## src/rtl/bdc_pkg.sv

```systemverilog
package bdc_pkg;
  localparam int NUM_LEGS = 3;
  localparam int NUM_SW   = 2 * NUM_LEGS;
  localparam int WORD_W   = 16;

  // control word field positions
  localparam int CW_RST   = 0;
  localparam int CW_ON0   = 1;
  localparam int CW_PWM0  = CW_ON0 + NUM_SW;
  localparam int CW_OLSEL = 13;
  localparam int CW_OCEN  = 14;
  localparam int CW_RUN   = 15;

  // status word field positions
  localparam int ST_WARN  = 0;
  localparam int ST_SW0   = 1;
  localparam int ST_OVL   = 13;
  localparam int ST_STBY  = 14;
  localparam int ST_SUPF  = 15;
endpackage

```

## src/rtl/bdc_delay_filter.sv

```systemverilog
module bdc_delay_filter #(
  parameter int DLY = 1000
) (
  input  logic clk,
  input  logic rst,
  input  logic raw,
  output logic filt
);
  localparam int CW = (DLY < 2) ? 1 : $clog2(DLY + 1);

  logic [CW-1:0] cnt;

  always_ff @(posedge clk) begin
    if (rst) begin
      cnt  <= '0;
      filt <= 1'b0;
    end else if (!raw) begin
      cnt  <= '0;
      filt <= 1'b0;
    end else if (cnt == CW'(DLY - 1)) begin
      filt <= 1'b1;
    end else begin
      cnt <= cnt + 1'b1;
    end
  end

  // the filtered flag can only rise while the raw flag was present
  a_r4_filter_needs_raw: assert property (@(posedge clk) disable iff (rst)
    $rose(filt) |-> $past(raw));
endmodule

```

## src/rtl/bdc_fault_latch.sv

```systemverilog
module bdc_fault_latch (
  input  logic clk,
  input  logic rst,
  input  logic oc_hit,
  input  logic ot_hit,
  input  logic clr_req,
  output logic tripped,
  output logic trip_evt
);
  assign trip_evt = oc_hit | ot_hit;

  always_ff @(posedge clk) begin
    if (rst)
      tripped <= 1'b0;
    else if (trip_evt)
      tripped <= 1'b1;
    else if (clr_req)
      tripped <= 1'b0;
  end

  // without a reset request a latched switch stays latched
  a_r6_latch_holds: assert property (@(posedge clk) disable iff (rst)
    (tripped && !clr_req) |=> tripped);
  // a reset request during an active overtemperature does not release
  a_r6_no_release_hot: assert property (@(posedge clk) disable iff (rst)
    (tripped && ot_hit) |=> tripped);
endmodule

```

## src/rtl/bdc_leg.sv

```systemverilog
module bdc_leg #(
  parameter int DEAD_CYC = 50
) (
  input  logic clk,
  input  logic rst,
  input  logic req_lo,
  input  logic req_hi,
  output logic gate_lo,
  output logic gate_hi,
  output logic nxt_lo,
  output logic nxt_hi
);
  localparam int GAP = DEAD_CYC - 1;
  localparam int CW  = (DEAD_CYC < 2) ? 1 : $clog2(DEAD_CYC + 1);

  logic [CW-1:0] off_cnt;
  logic          last_hi;
  logic          dead_ok;

  assign dead_ok = (off_cnt == CW'(GAP));

  always_comb begin
    nxt_lo = req_lo & ~req_hi & ~gate_hi & (gate_lo | ~last_hi | dead_ok);
    nxt_hi = req_hi & ~req_lo & ~gate_lo & (gate_hi |  last_hi | dead_ok);
  end

  always_ff @(posedge clk) begin
    if (rst) begin
      gate_lo <= 1'b0;
      gate_hi <= 1'b0;
      off_cnt <= CW'(GAP);
      last_hi <= 1'b0;
    end else begin
      gate_lo <= nxt_lo;
      gate_hi <= nxt_hi;
      if (gate_lo || gate_hi)
        off_cnt <= '0;
      else if (!dead_ok)
        off_cnt <= off_cnt + 1'b1;
      if (gate_lo)
        last_hi <= 1'b0;
      else if (gate_hi)
        last_hi <= 1'b1;
    end
  end

  // the two sides never conduct together
  a_r11_no_overlap: assert property (@(posedge clk) disable iff (rst)
    !(gate_lo && gate_hi));
  // a side turns on only after the other side was off for a cycle
  a_r11_hi_after_lo_off: assert property (@(posedge clk) disable iff (rst)
    $rose(gate_hi) |-> !$past(gate_lo));
  a_r11_lo_after_hi_off: assert property (@(posedge clk) disable iff (rst)
    $rose(gate_lo) |-> !$past(gate_hi));
  // a double request leaves the bridge off
  a_r12_double_req_off: assert property (@(posedge clk) disable iff (rst)
    (req_lo && req_hi) |=> (!gate_lo && !gate_hi));
endmodule

```

## src/rtl/bridge_drive_ctrl.sv

```systemverilog
module bridge_drive_ctrl
  import bdc_pkg::*;
#(
  parameter int UV_DLY   = 1000,
  parameter int OC_DLY   = 1000,
  parameter int DEAD_CYC = 50
) (
  input  logic              clk,
  input  logic              rst,
  input  logic [WORD_W-1:0] ctrl_word,
  input  logic              commit,
  input  logic              pwm_in,
  input  logic [NUM_SW-1:0] oc_raw,
  input  logic [NUM_SW-1:0] ot_raw,
  input  logic              prewarn,
  input  logic [NUM_SW-1:0] open_load,
  input  logic              uv_raw,
  output logic [NUM_SW-1:0] gate_en,
  output logic [WORD_W-1:0] status
);
  logic              run_en, oc_en, ol_sel, clr_pulse;
  logic              uv_filt;
  logic [NUM_SW-1:0] on_cmd, pwm_sel, oc_filt, tripped, trip_evt, req, gate_nxt;

  logic              supf_q, ovl_q, warn_q, stby_q;
  logic [NUM_SW-1:0] sw_stat_q;

  assign run_en    = ctrl_word[CW_RUN];
  assign oc_en     = ctrl_word[CW_OCEN];
  assign ol_sel    = ctrl_word[CW_OLSEL];
  assign clr_pulse = commit & ctrl_word[CW_RST];
  assign on_cmd    = ctrl_word[CW_ON0 +: NUM_SW];
  assign pwm_sel   = ctrl_word[CW_PWM0 +: NUM_SW];

  bdc_delay_filter #(.DLY(UV_DLY)) u_uv_filt (
    .clk (clk),
    .rst (rst),
    .raw (uv_raw),
    .filt(uv_filt)
  );

  for (genvar i = 0; i < NUM_SW; i++) begin : g_sw
    logic oc_gated;
    assign oc_gated = oc_raw[i] & oc_en;

    bdc_delay_filter #(.DLY(OC_DLY)) u_oc_filt (
      .clk (clk),
      .rst (rst),
      .raw (oc_gated),
      .filt(oc_filt[i])
    );

    bdc_fault_latch u_latch (
      .clk     (clk),
      .rst     (rst),
      .oc_hit  (oc_filt[i]),
      .ot_hit  (ot_raw[i]),
      .clr_req (clr_pulse),
      .tripped (tripped[i]),
      .trip_evt(trip_evt[i])
    );

    assign req[i] = run_en & ~uv_filt & on_cmd[i] & (~pwm_sel[i] | pwm_in) & ~tripped[i];

    // a latched switch is off at the next edge
    a_r6_trip_forces_off: assert property (@(posedge clk) disable iff (rst)
      tripped[i] |=> !gate_en[i]);
  end

  for (genvar k = 0; k < NUM_LEGS; k++) begin : g_leg
    bdc_leg #(.DEAD_CYC(DEAD_CYC)) u_leg (
      .clk    (clk),
      .rst    (rst),
      .req_lo (req[2*k]),
      .req_hi (req[2*k+1]),
      .gate_lo(gate_en[2*k]),
      .gate_hi(gate_en[2*k+1]),
      .nxt_lo (gate_nxt[2*k]),
      .nxt_hi (gate_nxt[2*k+1])
    );
  end

  always_ff @(posedge clk) begin
    if (rst) begin
      supf_q    <= 1'b0;
      ovl_q     <= 1'b0;
      warn_q    <= 1'b0;
      stby_q    <= 1'b0;
      sw_stat_q <= '0;
    end else begin
      if (uv_filt)
        supf_q <= 1'b1;
      else if (clr_pulse)
        supf_q <= 1'b0;
      if (|trip_evt)
        ovl_q <= 1'b1;
      else if (clr_pulse)
        ovl_q <= 1'b0;
      warn_q    <= prewarn;
      stby_q    <= ~run_en;
      sw_stat_q <= ol_sel ? gate_nxt : (open_load & ~on_cmd);
    end
  end

  always_comb begin
    status                   = '0;
    status[ST_WARN]          = warn_q;
    status[ST_SW0 +: NUM_SW] = sw_stat_q;
    status[ST_OVL]           = ovl_q;
    status[ST_STBY]          = stby_q;
    status[ST_SUPF]          = supf_q;
  end

  // standby turns everything off and reports it
  a_r3_standby: assert property (@(posedge clk) disable iff (rst)
    !ctrl_word[CW_RUN] |=> (gate_en == '0 && status[ST_STBY]));
  // prewarning is passed through with one register of delay
  a_r10_warn_follow: assert property (@(posedge clk) disable iff (rst)
    1'b1 |=> (status[ST_WARN] == $past(prewarn)));
  // supply fail is sticky until a reset request
  a_r4_supf_sticky: assert property (@(posedge clk) disable iff (rst)
    (status[ST_SUPF] && !(commit && ctrl_word[CW_RST])) |=> status[ST_SUPF]);
  // overload is sticky until a reset request
  a_r7_ovl_sticky: assert property (@(posedge clk) disable iff (rst)
    (status[ST_OVL] && !(commit && ctrl_word[CW_RST])) |=> status[ST_OVL]);
  // with on-state reporting selected the status mirrors the gates
  a_r8_on_mirror: assert property (@(posedge clk) disable iff (rst)
    ctrl_word[CW_OLSEL] |=> (status[ST_SW0 +: NUM_SW] == gate_en));
endmodule

```

## config.mk

```make
export PLATFORM = sky130hd
export DESIGN_NAME = bridge_drive_ctrl
export DESIGN_NICKNAME = d
export VERILOG_FILES = /design/src/rtl/bdc_pkg.sv /design/src/rtl/bdc_delay_filter.sv /design/src/rtl/bdc_fault_latch.sv /design/src/rtl/bdc_leg.sv /design/src/rtl/bridge_drive_ctrl.sv
export SDC_FILE = /design/constraint.sdc
export NUM_CORES = 1
export LEC_CHECK = 0
export CORE_MARGIN = 3
export CORE_UTILIZATION = 39
export CTS_CLUSTER_SIZE = 10
export DETAILED_ROUTE_END_ITERATION = 10
export SYNTH_ARGS = -nofsm -noshare
export SYNTH_HDL_FRONTEND = slang
export SYNTH_SLANG_ARGS = --single-unit
```

## constraint.sdc

```tcl
create_clock -name clk -period 2.01 [get_ports clk]
set_input_delay 0.402 -clock clk [delete_from_list [all_inputs] [get_ports clk]]
set_output_delay 0.402 -clock clk [all_outputs]
set_load 0.005 [all_outputs]
```

==> After elaboration in Yosys (flattened, before gate mapping) <==
Index checks and enable logic that the tools add are counted.
{ "classes": {"n_addsub": 10, "n_eq_ne": 13, "muxes": 16, "bitwise": 106, "n_reduce_logical": 25} }
{ "op_table": {"columns": ["op", "count"], "rows": [
  ["adder 10 x 1 -> 10 bit, second input constant", 7],
  ["== test 10 bit, second input constant", 7],
  ["AND 1 bit", 44],
  ["2-to-1 mux 6 bit", 7],
  ["inverter 1 bit", 36],
  ["OR reduction 2 bit", 13],
  ["bitwise OR 1 bit", 24],
  ["adder 6 x 1 -> 6 bit, second input constant", 3],
  ["== test 6 bit, second input constant", 3],
  ["nonzero test 2 bit", 8],
  ["2-to-1 mux 1 bit", 9],
  ["AND 6 bit", 1],
  ["inequality test 2 bit, second input constant", 3],
  ["inverter 6 bit", 1],
  ["OR reduction 6 bit", 1],
  ["logical OR 1 bit", 3]
]} }
{ "totals": {"reg_bits": 120, "in_bits": 40, "out_inout_bits": 22, "word_cells": 210} }

==> Longest topological paths before layout <==
Gate-level depths: netlist (run 1).
{ "logic_depth": {"depth_word": 10, "mapped_depth": 7} }

==> Cells and area by module <==
From an unflattened synthesis (run 1), not the netlist that was laid out.
{ "unflattened": {"hier_cells": 656, "area_unflattened_um2": 5890.6} }
{ "modules_own_cells": {"columns": ["mod", "instances", "cells_each", "area_per_inst_um2", "seq_area_each_um2"], "rows": [
  ["bdc_delay_filter", 7, 59, 530.5, 220.2],
  ["bdc_leg", 3, 48, 427.9, 180.2],
  ["bridge_drive_ctrl", 1, 69, 593.1, 200.2],
  ["bdc_fault_latch", 6, 5, 50.0, 20.0]
]} }

==> Least setup slack after synthesis (run 1) <==
No wires, ideal clock.
{ "synth_path": {"path_type": "reg-to-reg", "startpoint": "register g_sw[1].u_oc_filt.cnt[0]", "endpoint": "register g_sw[1].u_oc_filt.cnt[1]", "setup_time_ps": 128, "arrival_ps": 1257, "slack_ps": 625, "path_stages_with_launch": 6, "n_path_buf": 0, "path_cell_list": "dfxtp_1 ha_1 nand3_1 nor3_2 mux2i_1 nor2_1"} }
{ "synth_via": {"elab_chain_cells": 1, "word_cells_on_any_way": 2} }
{ "synth_lines": {"columns": ["item", "line_no", "source"], "rows": [
  ["from (decl)", "bdc_delay_filter.sv:11", "logic [CW-1:0] cnt;"],
  ["from (signal assigned)", "bdc_delay_filter.sv:23", "cnt <= cnt + 1'b1;"],
  ["adder 10 x 1 -> 10 bit / == test 10 bit (equally long branches)", "bdc_delay_filter.sv:23, bdc_delay_filter.sv:20", null]
]} }
Several ways; a longest one is shown, not always the timed one.
A chain may end at the register's enable or synchronous reset.

==> Final worst setup path (run 1) <==
{ "layout_path": {"startpoint": "register g_leg[0].u_leg.gate_lo", "endpoint": "output gate_en[0]"} }
{ "layout_rtl": {"columns": ["item", "line_no", "source"], "rows": [
  ["from (decl)", "bdc_leg.sv:8", "output logic gate_lo,"],
  ["from (signal assigned)", "bdc_leg.sv:34", "gate_lo <= nxt_lo;"],
  ["to (decl)", "bridge_drive_ctrl.sv:18", "output logic [NUM_SW-1:0] gate_en,"]
]} }
No word-level cell between the ends.

==> results list, run 1 <==
- Input and output buffers added on the ports amount to 55.
- During I/O placement, the number of pins put on the boundary was 62.
* Cts repair resizes: 0
- In the final design database the tool counted 685 nets.
- STA puts the critical path data required time at 1.61 ns.
- Walking the worst path, the cells encountered are clkdlybuf4s50_1.
- Status: finished clean
- In the global route stage, met1 resource usage came out at 20.3%.
- The worst setup path is captured at a primary output.
* Highest Clock Rate: 0.553 GHz
- Class of the most critical hold timing path: register to register
- Fraction of layout instances using a drive strength above 1: 7.91%
- Worst IR drop on VDD: 495 µV
* Stages on worst setup path: 1
- Die Width: about 120 µm
- Static Leakage: 2.25 nW
- Setup repair after global routing left no endpoint under its margin.
* Cell accounting for the most synthesized area: dfxtp_1
- WL final: 11.0 mm
- Overflow left after global routing: 0
* Most frequently used flop master after synthesis: dfxtp_1
- The first global-routing pass estimated 18.9 mm of wire.
- Total power divided by cell area: 919 nW/µm²
- Via count: 4,106
* Sequential element share of the synthesized area: 45.4%
* Buffer cell driving the clock tree root: clkbuf_16
- Kind of critical path: register to primary output
* Post-DP Area: 5930 µm²
* Post-synth EDFFs: 0
- After routing the design area is 6540 µm².
* Detail-routed net length per standard cell: about 14 µm
- Routability congestion estimate from global placement: 0.809
- Largest net degree at the start of global routing: 30
- For this design, the slowest cell found on the critical path is clkdlybuf4s50_1.
- The die is 123 µm tall.
* Drt via density: ~5.0
- TritonCTS built the clock tree.
- The initial utilization of the core area, before any placement, comes to between 40% and 50%.
- After technology mapping, the gate count stands at 580.
* Top-area cell type share of the netlist area: a little under half
- Worst Hold Path Cells: 2
- Quantity of hold-fixing buffers added after cts: 0
- Reg clk slew, reported paths: 0.05 ns
- Counting tap cells, the placed design contains a total of 785 instances.
- Least setup slack across all paths after layout: approximately 0.2 ns
* Maximum buffer depth of the clock tree: 2
- DIE AREA: 15,000 µm²
* Critical path buffers and inverters: 1
- Core region area: 12,900 µm²
- Number of CTS-inserted buffers: 17
- The final-report hold violation count is 0.
* P&R area growth vs syn: 23.5%
* Met3 Resource Use GR: 4.70%
- The initial antenna violation count was 0.
- During synthesis, Yosys emitted a total of 0 warnings.
- The later pin in the worst-skew pair is clocked with a latency of about 0.4 ns.
* Critical Path Fanout Max: 6
- Detailed placement ended at an HPWL of roughly 8.0 mm.
- Final Critical Period: between 1.5 and 2 ns
- Number of sinks driven by the clock tree: 120
- Number of cells traversed by the worst register-to-register path: 5
- Sorting the synthesized cells by area gives the leading types as dfxtp_1 45%, xnor2_1 6.4%, nor2_1 5.7%.
- Setup violations remaining at the end of the flow were counted as 0.
* DRC violation total after the first TritonRoute iteration: around 250
- In this run, synthesis produced a sequential element count of 120.
- Global routing consumed, on the met2 layer, 24.3% of the routing resources.
- Row generation in the floorplan step produced 41 rows.
- The H-tree generated during clock tree synthesis spans 4 levels.
- After clock tree synthesis, the setup repair step added 0 buffers.
- Data arrives at the worst endpoint at 1.41 ns.
- The repair_antennas step left the layout with diodes totalling 0.
- Largest stage delay on the critical path: between 0.5 and 0.6 ns
- The design draws around 6.0 mW.
- Number of antenna-violating nets in the routed design: 0
- Library cells used by synthesis: 53
- After global routing, the most crowded layer is met2.
- Final worst-path cycle share: 90.0%
- The first TritonRoute pass finished after 4 iterations.
- Counting flops with an async set or reset pin after synthesis yields a share of 0%.
- Final instance count without filler cells: 817
* Post-Syn Area per Cell: 9.13 µm²
* Number of pins with negative max-slew slack in the final report: 0
- Number of design rule violations left after detail routing: 0
- Prior to clock tree synthesis, the placed netlist has a worst setup slack of -0.00338 ns.
* Post-layout util: 50.6%
- Cell family with the largest share of critical-path delay: buffers and inverters
* Startpoint type of the worst setup path: register
* Vias in the first global route: 4,033
- Final Skew: 0.00963 ns
- The tool flagged a number of max-cap violations equal to 0.
- After synthesis the cells add up to 5300 µm².
* Reg2reg setup slack: 0.40 ns
* Global router's overall resource usage: 15.7%
==> registers in the layout (all words and copies together), names as in the netlist, 3 cells and up <==
signal / cells
g_sw.u_oc_filt.cnt: 60
g_leg.u_leg.off_cnt: 18
u_uv_filt.cnt: 10
g_sw.u_latch.tripped: 6
g_sw.u_oc_filt.filt: 6
sw_stat_q: 6
g_leg.u_leg.gate_hi: 3
g_leg.u_leg.gate_lo: 3
g_leg.u_leg.last_hi: 3
==> Yosys cell counts (6+ instances only) <==
cell type / n
inv_1: 14
buf_4: 16
nand4_1: 12
xnor2_1: 39
or3_1: 15
nor2b_1: 13
mux2i_1: 7
o21ai_0: 11
xor2_1: 23
o21bai_1: 9
nand3_1: 28
nand2_1: 37
ha_1: 13
nor2_1: 81
a211oi_1: 9
dfxtp_1: 120
clkbuf_1: 12
nor3_1: 33
a21oi_1: 21
nand2b_1: 6
==> placed cells by master (no fill, tap or decap), drive strengths merged, types with 2 or more instances in the layout <==
cell           netlist  layout
nor3b                4       4
nand2               37      37
conb                 1       6
nand4               13      13
clkdlybuf4s50        0      55
or4b                 3       3
a21o                 2       2
o311ai               4       4
o21bai               9       9
inv                 14      14
nor2b               13      13
a21oi               21      21
bufinv               0       3
clkbuf              12      24
o41ai                3       3
xnor2               39      39
clkinv               0       4
a211oi               9       9
and2                 4       4
and4                 3       3
and3                 4       4
nand4b               3       3
dfxtp              120     120
xor2                23      23
ha                  13      13
o21ai               11      11
nor4                 5       5
mux2i                7       7
buf                 19       4
nor4b                6       6
nor2                83      83
nand2b               7       7
or3                 15      15
nor3                34      34
nand3               28      28
and2b                2       2
==> layer usage <==
metal,wire (µm),vias up
li1,-,2100
met1,5290,1905
met2,4980,86
met3,591,15
met4,180,0
met5,0,-
==> logic make-up (layout without fill, tap and decap cells) <==
kind of cell               count (synthesis)  after routing  share of synthesized area [%]
muxes                                      8              8                           1.61
and+or+nand+nor                          268            268                           27.0
adders and majority gates                 13             13                           3.07
DFF                                      120            120                           45.4
AOI/OAI and AO/OA                         63             63                           8.03
xor gates and xnor gates                  62             62                           10.3
other                                      1              6                         0.0708
buffers and inverters                     45            105                           4.61
==> stage by stage <==
step,setup TNS (ns),hold slack (ns)
after floorplan,0,0.430
after global placement,-0.0124,0.446
after detailed placement,-0.00338,0.453
after CTS,0,0.462
after global routing,0,0.481
final,0,0.460
==> where the power goes <==
part / internal, mW / switching (mW) / total [mW]
registers: 2.46 / 0.0697 / 2.53
logic: 0.228 / 0.193 / 0.421
clock network: 2.07 / 0.995 / 3.07
==> path summary, 6_finish.rpt <==
check | start | endpoint
setup / recovery | g_leg[0].u_leg.gate_lo | gate_en[0]
hold reg to reg | g_sw[0].u_oc_filt.filt | g_sw[0].u_oc_filt.filt
hold / removal | g_sw[0].u_oc_filt.filt | g_sw[0].u_oc_filt.filt
setup reg to reg | g_leg[0].u_leg.off_cnt[0] | g_leg[0].u_leg.gate_lo
==> final cells by class <==
class                      count  area, µm²
tap                          172        215
sequential                   120       2400
clock buffer                  24        492
multi-input combinational    420       2670
fill                        1199       6390
clock inverter                 8        118
inverter                      14       52.6
timing repair buffer          59        593
Note: power is estimated with default switching activity, not from simulation.
==> run 2, diff against run 1 <==
==> constraint.sdc (replaced) <==
create_clock -name clk -period 2.1 [get_ports clk]
set_input_delay 0.42 -clock clk [delete_from_list [all_inputs] [get_ports clk]]
set_output_delay 0.42 -clock clk [all_outputs]
set_load 0.005 [all_outputs]
==> run 2 against run 1 <==
  * Design area grew 0.42%
  * Critical endpoint unchanged
  * Via count decreased by 0.19%
  * Combinational power decreased by 4%
  * Wire length increased by 0.37%
  * Sequential power fell by 4%
  * Largest cell class unchanged
  * Total power fell by 0.61%
  * Clock-buffer cell count decreased by 2
  * Core utilization up 0.21 points
  * Register-to-register slack better by 0.11 ns
  * Hold slack gained 0.0045 ns
  * Critical path depth unchanged
  * Die area unchanged
==> results list, run 2 (same netlist as run 1, synthesis figures left out) <==
- The die covers 15,000 µm².
- Drt via density: about 5
* Port-buffer cells: 55
- Internal cell power: 4.75 mW
- Number of cells traversed by the worst register-to-register path: 5
- For the final database, setup skew stands at 0.00696 ns.
* CTS tree: built
- Number of antenna cells inserted: 0
- Total Power: 5.98 mW
- Across every metal layer, demand over resource in global routing totals between 15 and 20%.
- Reg2reg setup slack: 0.51 ns
- The worst setup path is launched from a register.
- Summing all placed instances gives a cell area of roughly 6000 µm².
- Timing would allow up to ~0.55 GHz.
- Post-CTS repair changed the size of 0 cells.
* Fill cells: 1,231
- After clock tree synthesis, the clock-pin slew on the worst setup and hold paths is 0.05 ns.
- Quantity of hold-fixing buffers added after cts: 0
- Die Width: 123 µm
- Global-route wire length before repair: 18.0 mm
* Static Leakage: 2.26 nW
* Core Rows: 41
- For this run, the detailed router's first-pass iteration total came to 4.
* Height of the die: 123 µm
* Required time at the worst-slack endpoint: roughly 1.7 ns
- Number of pins with negative max-slew slack in the final report: 0
- Number of antenna-violating nets in the routed design: 0
- Overflow left after global routing: 0
- TritonCTS created 17 clock buffers.
* Data arrival time of the worst path: between 1 and 1.5 ns
- Start of the worst register-to-register path: g_leg[0].u_leg.off_cnt[0]
- Number of flip-flops in the largest register: 60
- The critical path goes through clkdlybuf4s50_1.
* Via count: 4,098
* Switching part of the total power: between 20% and 30%
* Final Critical Period: between 1.5 and 2 ns
- Final number of hold-violating endpoints: 0
* Status: finished clean
- In the routed design, unresolved DRC markers number 0.
* Setup_tns: 0 ns
* # Post-CTS Setup Buffers: 0
* I/O pin cnt: between 60 and 70
- The initial utilization of the core area, before any placement, comes to between 40% and 50%.
* Net count reported at finish: approximately 680
* Critical Path Fanout Max: 6
* Fraction of layout instances using a drive strength above 1: 7.78%
- Largest net degree at the start of global routing: 35
- Worst IR drop on VDD: 543 µV
* Post-layout util: around 51%
- Critical path buffers and inverters: 1
- Switching power: 1.23 mW
- Commonest non-fill, non-tap cells in the layout: 120 x dfxtp_1, 81 x nor2_1, 55 x clkdlybuf4s50_1
- WL final: between 10 and 15 mm
- H-Tree Depth: 4
- The largest registers in the layout are g_sw.u_oc_filt.cnt (60), g_leg.u_leg.off_cnt (18), u_uv_filt.cnt (10).
- Worst Hold Path Cells: 2
- Counting along the longest clock path gives a buffer depth of 2.
* Combinational cell fraction of total power: between 6 and 7%
* Type of destination of the critical path: primary output
* Dpl hpwl: approximately 8.0 mm
- Of the available clock period, the critical path in the final layout requires between 80 and 90%.
* End of the worst hold path: g_sw[5].u_oc_filt.filt
* Buffer cell driving the clock tree root: clkbuf_16
- Non-Filler Cell Area, Final: 6570 µm²
- Maxcap violations: 0
- P&R area growth vs syn: 24.0%
- Source-to-sink clock delay at the later pin of the worst-skew pair: 0.41 ns
- Broken down by cell family, the worst path's largest delay share belongs to buffers and inverters.
* Unrepaired setup endpoints after global routing: false
* Sequential group share of total power: 40.4%
* Reg-to-reg critical path endpoint: g_leg[0].u_leg.gate_lo
- Class of the most critical hold timing path: register to register
- Dividing the detail-routed wire length by the instance count gives 13.6 µm.
* DRC violation total after the first TritonRoute iteration: approximately 250
* Launch instance of the worst min-delay path: g_sw[5].u_oc_filt.filt
- Ranked by flip-flop count, first place goes to g_sw.u_oc_filt.cnt.
- Clock group share of total power: a little over half
- Most common cell after layout, fill and taps aside: dfxtp_1
* Worst-path cell with the longest stage delay: clkdlybuf4s50_1
- The setup path with the least slack is of type register to primary output.
- Total power divided by cell area: 910 nW/µm²
- Vias in the first global route: 3,790
* Largest stage delay on the critical path: 0.55 ns
* Antenna violations before repair: 0
- Routability-driven placement finished with a final weighted congestion of 0.804.
- The floorplan step defined a core boundary enclosing 12,900 µm².
* Number of sinks driven by the clock tree: 120
* Final setup fails: 0
==> run 2: cell count changes in the layout (fill, tap and decap cells not counted) <==
cell / before / now
bufinv_16: 3 / 5
clkbuf_1: 3 / 2
clkbuf_8: 4 / 3
buf_4: 3 / 2
clkinvlp_4: 1 / 0
==> run 2: stage by stage <==
stage	instances	worst slack [ns]	hold WS, ns
2_1_floorplan	585	0.715	0.430
3_3_place_gp	784	0.0992	0.448
4_1_cts	815	0.261	0.468
6_report	815	0.278	0.465
3_5_place_dp	784	0.125	0.455
5_1_grt	815	0.201	0.479
==> run 2: final cells by class <==
class | instances | area, µm² | area share [%]
multi-input cells | 420 | 2670 | 40.6
flip-flops and latches | 120 | 2400 | 36.6
repair buffers | 58 | 586 | 8.91
clock buffers | 22 | 474 | 7.22
well taps | 172 | 215 | 3.28
clock inverters | 9 | 170 | 2.59
inverters | 14 | 52.6 | 0.800
==> run 2: metal layers <==
| metal | share of wire, % | track usage [%] | vias up | wire length, µm |
|---|---|---|---|---|
| li1 | - | - | 2092 | - |
| met1 | 48 | 19.6 | 1912 | 5350 |
| met2 | 45 | 23.8 | 79 | 5040 |
| met3 | 5.0 | 5.30 | 15 | 549 |
| met4 | 1.4 | 6.23 | 0 | 150 |
| met5 | 0 | 0 | - | 0 |
==> run 2: power groups by stage <==
stage	logic [mW]	registers (mW)	clock network [mW]
floorplan	0.268	2.45	0
global placement	0.395	2.46	0
detailed placement	0.406	2.46	0
CTS	0.409	2.42	3.23
global route	0.451	2.43	3.32
finish	0.404	2.42	3.16
==> run 2: worst max-delay path by stage <==
stage | start | to | slack, ns | depth (start not counted)
2_1_floorplan | g_sw[1].u_oc_filt.cnt[0] | g_sw[1].u_oc_filt.cnt[1] | 0.72 | 5
3_5_place_dp | ctrl_word[15] | sw_stat_q[2] | 0.12 | 5
4_1_cts | g_leg[0].u_leg.gate_lo | gate_en[0] | 0.26 | 1
3_3_place_gp | ctrl_word[15] | sw_stat_q[2] | 0.1 | 5
6_report | g_leg[0].u_leg.gate_lo | gate_en[0] | 0.28 | 1
5_1_grt | g_leg[0].u_leg.gate_lo | gate_en[0] | 0.20 | 1
==> run 3, diff against run 2 <==
--- a/config.mk
+++ b/config.mk
@@ -12,3 +12,4 @@
 export SYNTH_ARGS = -nofsm -noshare
 export SYNTH_HDL_FRONTEND = slang
 export SYNTH_SLANG_ARGS = --single-unit
+export TNS_END_PERCENT = 5
==> results of run 3 <==
Same layout as run 2: the final DEF is identical, and so are final timing and power.
